===== src/rtl/rrb_pkg.sv =====
package rrb_pkg;

    localparam int BUS_W        = 32;
    localparam int ID_W         = 4;
    localparam int SEL_MC_BIT   = 31;
    localparam int SEL_GRP_LSB  = 8;
    localparam int SEL_INST_LSB = 0;

    typedef struct packed {
        logic            mcast;
        logic [ID_W-1:0] grp;
        logic [ID_W-1:0] inst;
    } steer_t;

    localparam steer_t STEER_RST = '{mcast: 1'b1, grp: '0, inst: '0};

    function automatic logic [BUS_W-1:0] steer_pack(steer_t s);
        logic [BUS_W-1:0] w;
        w = '0;
        w[SEL_MC_BIT]                = s.mcast;
        w[SEL_GRP_LSB +: ID_W]       = s.grp;
        w[SEL_INST_LSB +: ID_W]      = s.inst;
        return w;
    endfunction

    function automatic steer_t steer_unpack(logic [BUS_W-1:0] w);
        steer_t s;
        s.mcast = w[SEL_MC_BIT];
        s.grp   = w[SEL_GRP_LSB +: ID_W];
        s.inst  = w[SEL_INST_LSB +: ID_W];
        return s;
    endfunction

endpackage


===== src/rtl/rrb_steer_sel.sv =====
module rrb_steer_sel
    import rrb_pkg::*;
(
    input  logic   clk,
    input  logic   rst_n,
    input  logic   wr_en,
    input  steer_t wr_val,
    output steer_t sel_q
);

    steer_t st_d, st_q;

    always_comb begin
        st_d = st_q;
        if (wr_en) begin
            st_d = wr_val;
        end
    end

    always_ff @(posedge clk or negedge rst_n) begin
        if (!rst_n) begin
            st_q <= STEER_RST;
        end else begin
            st_q <= st_d;
        end
    end

    assign sel_q = st_q;

endmodule


===== src/rtl/rrb_addr_decode.sv =====
module rrb_addr_decode #(
    parameter  int ADDR_W    = 8,
    parameter  int NUM_REGS  = 4,
    parameter  int REG_BASE  = 4,
    localparam int REG_IDX_W = (NUM_REGS > 1) ? $clog2(NUM_REGS) : 1
) (
    input  logic [ADDR_W-1:0]    addr,
    output logic                 hit_sel,
    output logic                 hit_reg,
    output logic [REG_IDX_W-1:0] reg_idx
);

    logic [ADDR_W-1:0] off;

    always_comb begin
        off     = addr - ADDR_W'(REG_BASE);
        hit_sel = (addr == '0);
        hit_reg = (addr >= ADDR_W'(REG_BASE)) && (off < ADDR_W'(NUM_REGS));
        reg_idx = off[REG_IDX_W-1:0];
    end

endmodule


===== src/rtl/rrb_copy_store.sv =====
module rrb_copy_store
    import rrb_pkg::*;
#(
    parameter  int NUM_UNITS = 16,
    parameter  int NUM_REGS  = 4,
    localparam int UNIT_W    = (NUM_UNITS > 1) ? $clog2(NUM_UNITS) : 1,
    localparam int REG_IDX_W = (NUM_REGS > 1) ? $clog2(NUM_REGS) : 1,
    localparam int FLAT_W    = NUM_UNITS * NUM_REGS * BUS_W
) (
    input  logic                 clk,
    input  logic                 rst_n,
    input  logic                 wr_en,
    input  logic [REG_IDX_W-1:0] wr_reg,
    input  logic [BUS_W-1:0]     wr_data,
    input  logic [NUM_UNITS-1:0] unit_wmask,
    input  logic [UNIT_W-1:0]    rd_unit,
    input  logic [REG_IDX_W-1:0] rd_reg,
    output logic [BUS_W-1:0]     rd_data,
    output logic [FLAT_W-1:0]    copies_flat
);

    typedef logic [NUM_REGS-1:0][BUS_W-1:0] unit_regs_t;

    unit_regs_t bank [NUM_UNITS];

    for (genvar u = 0; u < NUM_UNITS; u++) begin : g_unit
        unit_regs_t st_d, st_q;

        always_comb begin
            st_d = st_q;
            if (wr_en && unit_wmask[u]) begin
                st_d[wr_reg] = wr_data;
            end
        end

        always_ff @(posedge clk or negedge rst_n) begin
            if (!rst_n) begin
                st_q <= '0;
            end else begin
                st_q <= st_d;
            end
        end

        assign bank[u] = st_q;
        assign copies_flat[u*NUM_REGS*BUS_W +: NUM_REGS*BUS_W] = st_q;
    end

    always_comb begin
        rd_data = bank[rd_unit][rd_reg];
    end

endmodule


===== src/rtl/rrb_bank.sv =====
module rrb_bank
    import rrb_pkg::*;
#(
    parameter  int NUM_GROUPS = 4,
    parameter  int NUM_INST   = 4,
    parameter  int NUM_REGS   = 4,
    parameter  int ADDR_W     = 8,
    parameter  int REG_BASE   = 4,
    localparam int NUM_UNITS  = NUM_GROUPS * NUM_INST
) (
    input  logic                 clk,
    input  logic                 rst_n,
    input  logic                 bus_en,
    input  logic                 bus_we,
    input  logic [ADDR_W-1:0]    bus_addr,
    input  logic [BUS_W-1:0]     bus_wdata,
    output logic [BUS_W-1:0]     bus_rdata,
    output logic                 bus_rvalid,
    input  logic [NUM_UNITS-1:0] fuse_dis,
    input  logic [NUM_UNITS-1:0] pwr_gate
);

    localparam int UNIT_W    = (NUM_UNITS > 1) ? $clog2(NUM_UNITS) : 1;
    localparam int REG_IDX_W = (NUM_REGS > 1) ? $clog2(NUM_REGS) : 1;
    localparam int FLAT_W    = NUM_UNITS * NUM_REGS * BUS_W;

    typedef struct packed {
        logic             valid;
        logic [BUS_W-1:0] data;
    } rd_t;

    rd_t rd_d, rd_q;

    logic                 hit_sel, hit_reg;
    logic [REG_IDX_W-1:0] reg_idx;
    steer_t               sel_q;
    logic                 sel_wr;
    logic                 tgt_ok, tgt_live;
    logic [UNIT_W-1:0]    tgt_unit;
    logic [NUM_UNITS-1:0] unavail;
    logic [NUM_UNITS-1:0] wmask;
    logic                 copy_wr;
    logic [BUS_W-1:0]     copy_rd;
    logic [FLAT_W-1:0]    copies_flat;

    rrb_addr_decode #(
        .ADDR_W   (ADDR_W),
        .NUM_REGS (NUM_REGS),
        .REG_BASE (REG_BASE)
    ) u_dec (
        .addr    (bus_addr),
        .hit_sel (hit_sel),
        .hit_reg (hit_reg),
        .reg_idx (reg_idx)
    );

    rrb_steer_sel u_sel (
        .clk    (clk),
        .rst_n  (rst_n),
        .wr_en  (sel_wr),
        .wr_val (steer_unpack(bus_wdata)),
        .sel_q  (sel_q)
    );

    rrb_copy_store #(
        .NUM_UNITS (NUM_UNITS),
        .NUM_REGS  (NUM_REGS)
    ) u_store (
        .clk         (clk),
        .rst_n       (rst_n),
        .wr_en       (copy_wr),
        .wr_reg      (reg_idx),
        .wr_data     (bus_wdata),
        .unit_wmask  (wmask),
        .rd_unit     (tgt_unit),
        .rd_reg      (reg_idx),
        .rd_data     (copy_rd),
        .copies_flat (copies_flat)
    );

    // Steering target resolution and write fan-out
    always_comb begin
        unavail  = fuse_dis | pwr_gate;
        tgt_ok   = (int'(sel_q.grp) < NUM_GROUPS) && (int'(sel_q.inst) < NUM_INST);
        tgt_unit = tgt_ok ? UNIT_W'(int'(sel_q.grp) * NUM_INST + int'(sel_q.inst)) : '0;
        tgt_live = tgt_ok && !unavail[tgt_unit];

        sel_wr  = bus_en && bus_we && hit_sel;
        copy_wr = bus_en && bus_we && hit_reg;

        wmask = '0;
        if (sel_q.mcast) begin
            wmask = ~unavail;
        end else if (tgt_live) begin
            wmask[tgt_unit] = 1'b1;
        end
    end

    // Registered read return
    always_comb begin
        rd_d       = rd_q;
        rd_d.valid = bus_en && !bus_we;
        if (bus_en && !bus_we) begin
            if (hit_sel) begin
                rd_d.data = steer_pack(sel_q);
            end else if (hit_reg && tgt_live) begin
                rd_d.data = copy_rd;
            end else begin
                rd_d.data = '0;
            end
        end
    end

    always_ff @(posedge clk or negedge rst_n) begin
        if (!rst_n) begin
            rd_q <= '0;
        end else begin
            rd_q <= rd_d;
        end
    end

    assign bus_rdata  = rd_q.data;
    assign bus_rvalid = rd_q.valid;

endmodule


===== config.mk =====
export PLATFORM = sky130hd
export DESIGN_NAME = rrb_bank
export DESIGN_NICKNAME = d
export VERILOG_FILES = /design/src/rtl/rrb_pkg.sv /design/src/rtl/rrb_steer_sel.sv /design/src/rtl/rrb_addr_decode.sv /design/src/rtl/rrb_copy_store.sv /design/src/rtl/rrb_bank.sv
export SDC_FILE = /design/constraint.sdc
export NUM_CORES = 2
export LEC_CHECK = 0
export CAP_MARGIN = 20
export CORE_MARGIN = 4
export CORE_UTILIZATION = 30
export CTS_CLUSTER_DIAMETER = 100
export DETAILED_ROUTE_END_ITERATION = 10
export MAX_ROUTING_LAYER = met4
export PLACE_DENSITY = 0.49
export RECOVER_POWER = 50
export REMOVE_ABC_BUFFERS = 1
export SYNTH_ARGS = -nofsm -noshare
export SYNTH_HDL_FRONTEND = slang
export SYNTH_HIERARCHICAL = 1
export SYNTH_SLANG_ARGS = --single-unit

===== constraint.sdc =====
create_clock -name clk -period 3 [get_ports clk]
set_input_delay 0.3 -clock clk [delete_from_list [all_inputs] [get_ports clk]]
set_output_delay 0.3 -clock clk [all_outputs]
set_load 0.02 [all_outputs]

==> impl_metrics.toml <==
[outcome]
outcome = "finished with violations"
violated_checks = "max-capacitance violations, max-slew violations, negative setup slack"

[synth]
yosys.cell_count.top_type = "dfrtp_1"
multiplexer_share_of_the_synthesized_area = 0.365
synth_top_family_by_area = "multiplexers"
synth_seq_cells = 2090
synth_sequential_area_ratio = 0.549
async_flop_share = 1.00
postSynth.topFlopCell = "dfrtp_1"
synth_area_leaders = "dfrtp_1 (55%), mux2_2 (23%), mux4_2 (11%), mux2i_1 (1.4%), clkbuf_1 (1.3%)"
synth_largest_area_cell = "dfrtp_1"
synthAdderAreaFrac = 0.000131
synth_edf_count = 0
synthesis.area_per_instance_um2 = 15.2
synthDominantCellAreaShare = 0.549
post_synth_inst_count = 6262
mappedNetlistArea_um2 = 95300
synth_cell_types = 61
synth-compound-area-share = 0.0314
netlist_top_cells_count = "dfrtp_1 (2089), mux2_2 (1967), mux4_2 (449)"
xor_xnor_cell_area_share_of_the_yosys_netlist = 0.0000919
yosysWarnings = 6
synthSimpleGateAreaFrac = 0.0239

[final_layout]
filler_cell_count = 29500
multi_input_area_um2 = 42500
area.growth.synth_to_final_pct = 27.0
postLayoutCellArea_um2 = 121000
regArea_um2 = 52300
finalCoreUtilization = 0.384
fin_nets = 6991
final_layout_size_suffix_gt1_frac = 0.581

[worst_setup_path]
worst_setup_sp = "u_sel/sel_q[2]"
critical-path-max-stage-delay_ns = 0.60
crit_reg_reg_endpoint = "u_store/copies_flat[1563]"
reg2reg_slack_ns = -0.41
rr_startpoint = "u_sel/sel_q[2]"
crit_path_top_delay_cell = "or4_4"
critPathCaptureType = "register"
worst_setup_path_start_kind = "register"
timing_worst_setup_path_type = "reg2reg"
worst-r2r-cell-count = 12
required_ns = 3.73
crit_fanout = 12
setup.worst_path.end = "u_store/copies_flat[1563]"
crit_chain = "or4_4 > buf_6 > o22a_1 > a2111oi_4 > nand3_2 > o21ai_2 > buf_6 > nand2_1 > nor2_4 > buf_12 > buf_12 > mux2_2"
timing.critical_path.arrival_ns = 4.14

[sta]
period_minus_slack_ns = 3.41
final.period_utilization = 1.14
timing_max_transition_violations_final = 23
fin_skew_ns = 0.0891
setup_tns_ns = -381.73
setup_repair_after_global_routing_missed_its_margin = "true"
tightest_slew_ns = 2.01
final-hold-violation-count = 0
setup_slack_ns = -0.412
worst_slew_margin_rel = -0.339
finalSetupViolCount = 1958
fmax_mhz = 293

[routing]
routed_wl_mm = 331
drtAntennaViolNets = 0
drtIter0Drc = 4019
via_per_inst = 5.26
remaining_drc_errors = 0
wl_per_cell_um = 29.3
number_of_iterations_in_the_first_detailed_routing_pass = 5
num_vias = 59300

[clock_network]
cts.reportedPaths.clkPinSlew_ns = 0.06
clock_tree.htree_level_count = 4
cts_made_buffers = 237
tritoncts = "built"
clk-insertion-delay-late_ns = 0.91
ctsRootBufferMaster = "clkbuf_16"
max-clock-path-buffers = 4
clock_sink_count = 2090

[global_route]
grt_use_total = 0.201
grt.overflow.total = 0
number_of_global_route_vias_before_repair = 62700
grt_max_degree = 154
grt_pass1_wl_mm = 466
antenna_found_initial = 8

[die]
io-pin-count = 109
floorplan.die.height_um = 572
fp-row-count = 206
die_width_um = 572
start_util = 0.302
dieArea_um2 = 327000
placeableCoreArea_um2 = 315000

[power_and_ir_drop]
cellPowerDensity_nw_per_um2 = 507
vdd.ir_drop.worst_v = 0.000477
report.power.total_w = 0.0614
leakage_nw = 56.9

[hold_path]
worstHoldPathType = "in2reg"

[placement]
gp_congestion = 0.867
dpl_cell_area_um2 = 107000
buffers_added_on_ports = 108
post-dp-hpwl_mm = 208

[job]
cap_violations = 1
## report_power, final
group | leakage, nW | total, W | internal, W | switching (W)
sequential | 29.2 | 0.0282 | 0.0282 | 0.0000152
clock | 3.94 | 0.0296 | 0.0176 | 0.0121
combinational | 23.7 | 0.00356 | 0.00123 | 0.00233
## cell families after synthesis
| logic type | count (synthesis) |
|---|---|
| AOI/OAI and AO/OA | 382 |
| buffers and inverters | 649 |
| muxes | 2653 |
| xor gates and xnor gates | 1 |
| and+or+nand+nor | 486 |
| adders and majority gates | 1 |
| DFF | 2090 |
## stage by stage
step / std cells / setup slack (ns) / hold slack, ns
floorplan: 5620 / -25.15 / 0.00441
global placement: 10600 / -1.09 / 0.309
detailed placement: 10600 / -1.05 / 0.313
CTS: 11100 / -0.399 / 0.0174
global route: 11300 / -0.502 / 0.00330
finish: 11300 / -0.412 / 0.0277
## sequential cells by signal (all words and copies together), names as in the netlist
signal	cells
u_store/copies_flat	2048
u_sel/sel_q	9
bus_rdata	32
bus_rvalid	1
## critical path, delay by kind of cell (launching register included)
| family | cells | cell delay [ns] |
|---|---|---|
| muxes | 1 | 0.36 |
| DFF | 1 | 0.43 |
| buffers and inverters | 4 | 0.65 |
| AOI/OAI and AO/OA | 3 | 0.73 |
| and+or+nand+nor | 4 | 1.03 |
## worst min path at each step
stage | endpoint | from | slack, ns | cells after the start
finish | u_store/copies_flat[646] | bus_wdata[6] | 0.03 | 2
global route | u_store/copies_flat[6] | bus_wdata[6] | 0.003 | 2
CTS | u_store/copies_flat[1233] | bus_wdata[17] | 0.02 | 2
detailed placement | u_store/copies_flat[1106] | rst_n | 0.31 | 1
global placement | u_store/copies_flat[1234] | rst_n | 0.31 | 1
floorplan | bus_rdata[0] | rst_n | 0.004 | 0
## routing by layer
| metal | vias up | track usage | part of all wire |
|---|---|---|---|
| met3 | 472 | 0.0238 | 0.035 |
| met5 | - | - | 0 |
| met4 | 0 | 0.0530 | 0.032 |
| li1 | 24600 | - | - |
| met1 | 32900 | 0.270 | 0.46 |
| met2 | 1252 | 0.322 | 0.48 |
## final cells by class
class,instances,area share
Antenna cell,6,0.000124
Inverter,7,0.000434
Multi-Input combinational cell,3523,0.351
Clock inverter,64,0.00654
Sequential cell,2090,0.432
Timing Repair Buffer,1054,0.107
Clock buffer,370,0.0593
Timing Repair inverter,1,0.000165
Tap cell,4160,0.0430
## timing repair
action	4_1_cts	5_1_grt
buffers inserted	56	168
setup endpoints to repair	1893	1903
hold endpoints to repair	1088	0
hold buffers	13	0
pin swaps	39	95
cloned	17	30
resized for setup	230	432
## layout by cell type, fill, tap and decap left out, drive strengths merged, types with 28 or more instances in the layout
cell type / count
a21oi: 32
a22oi: 82
buf: 908
clkbuf: 427
clkdlybuf4s50: 73
clkinv: 43
dfrtp: 2089
mux2: 2070
mux2i: 134
mux4: 449
nand2: 199
nand3: 70
nor2: 82
nor2b: 28
o221ai: 57
o22ai: 63
o31ai: 36
(Power assumes the default switching activity.)
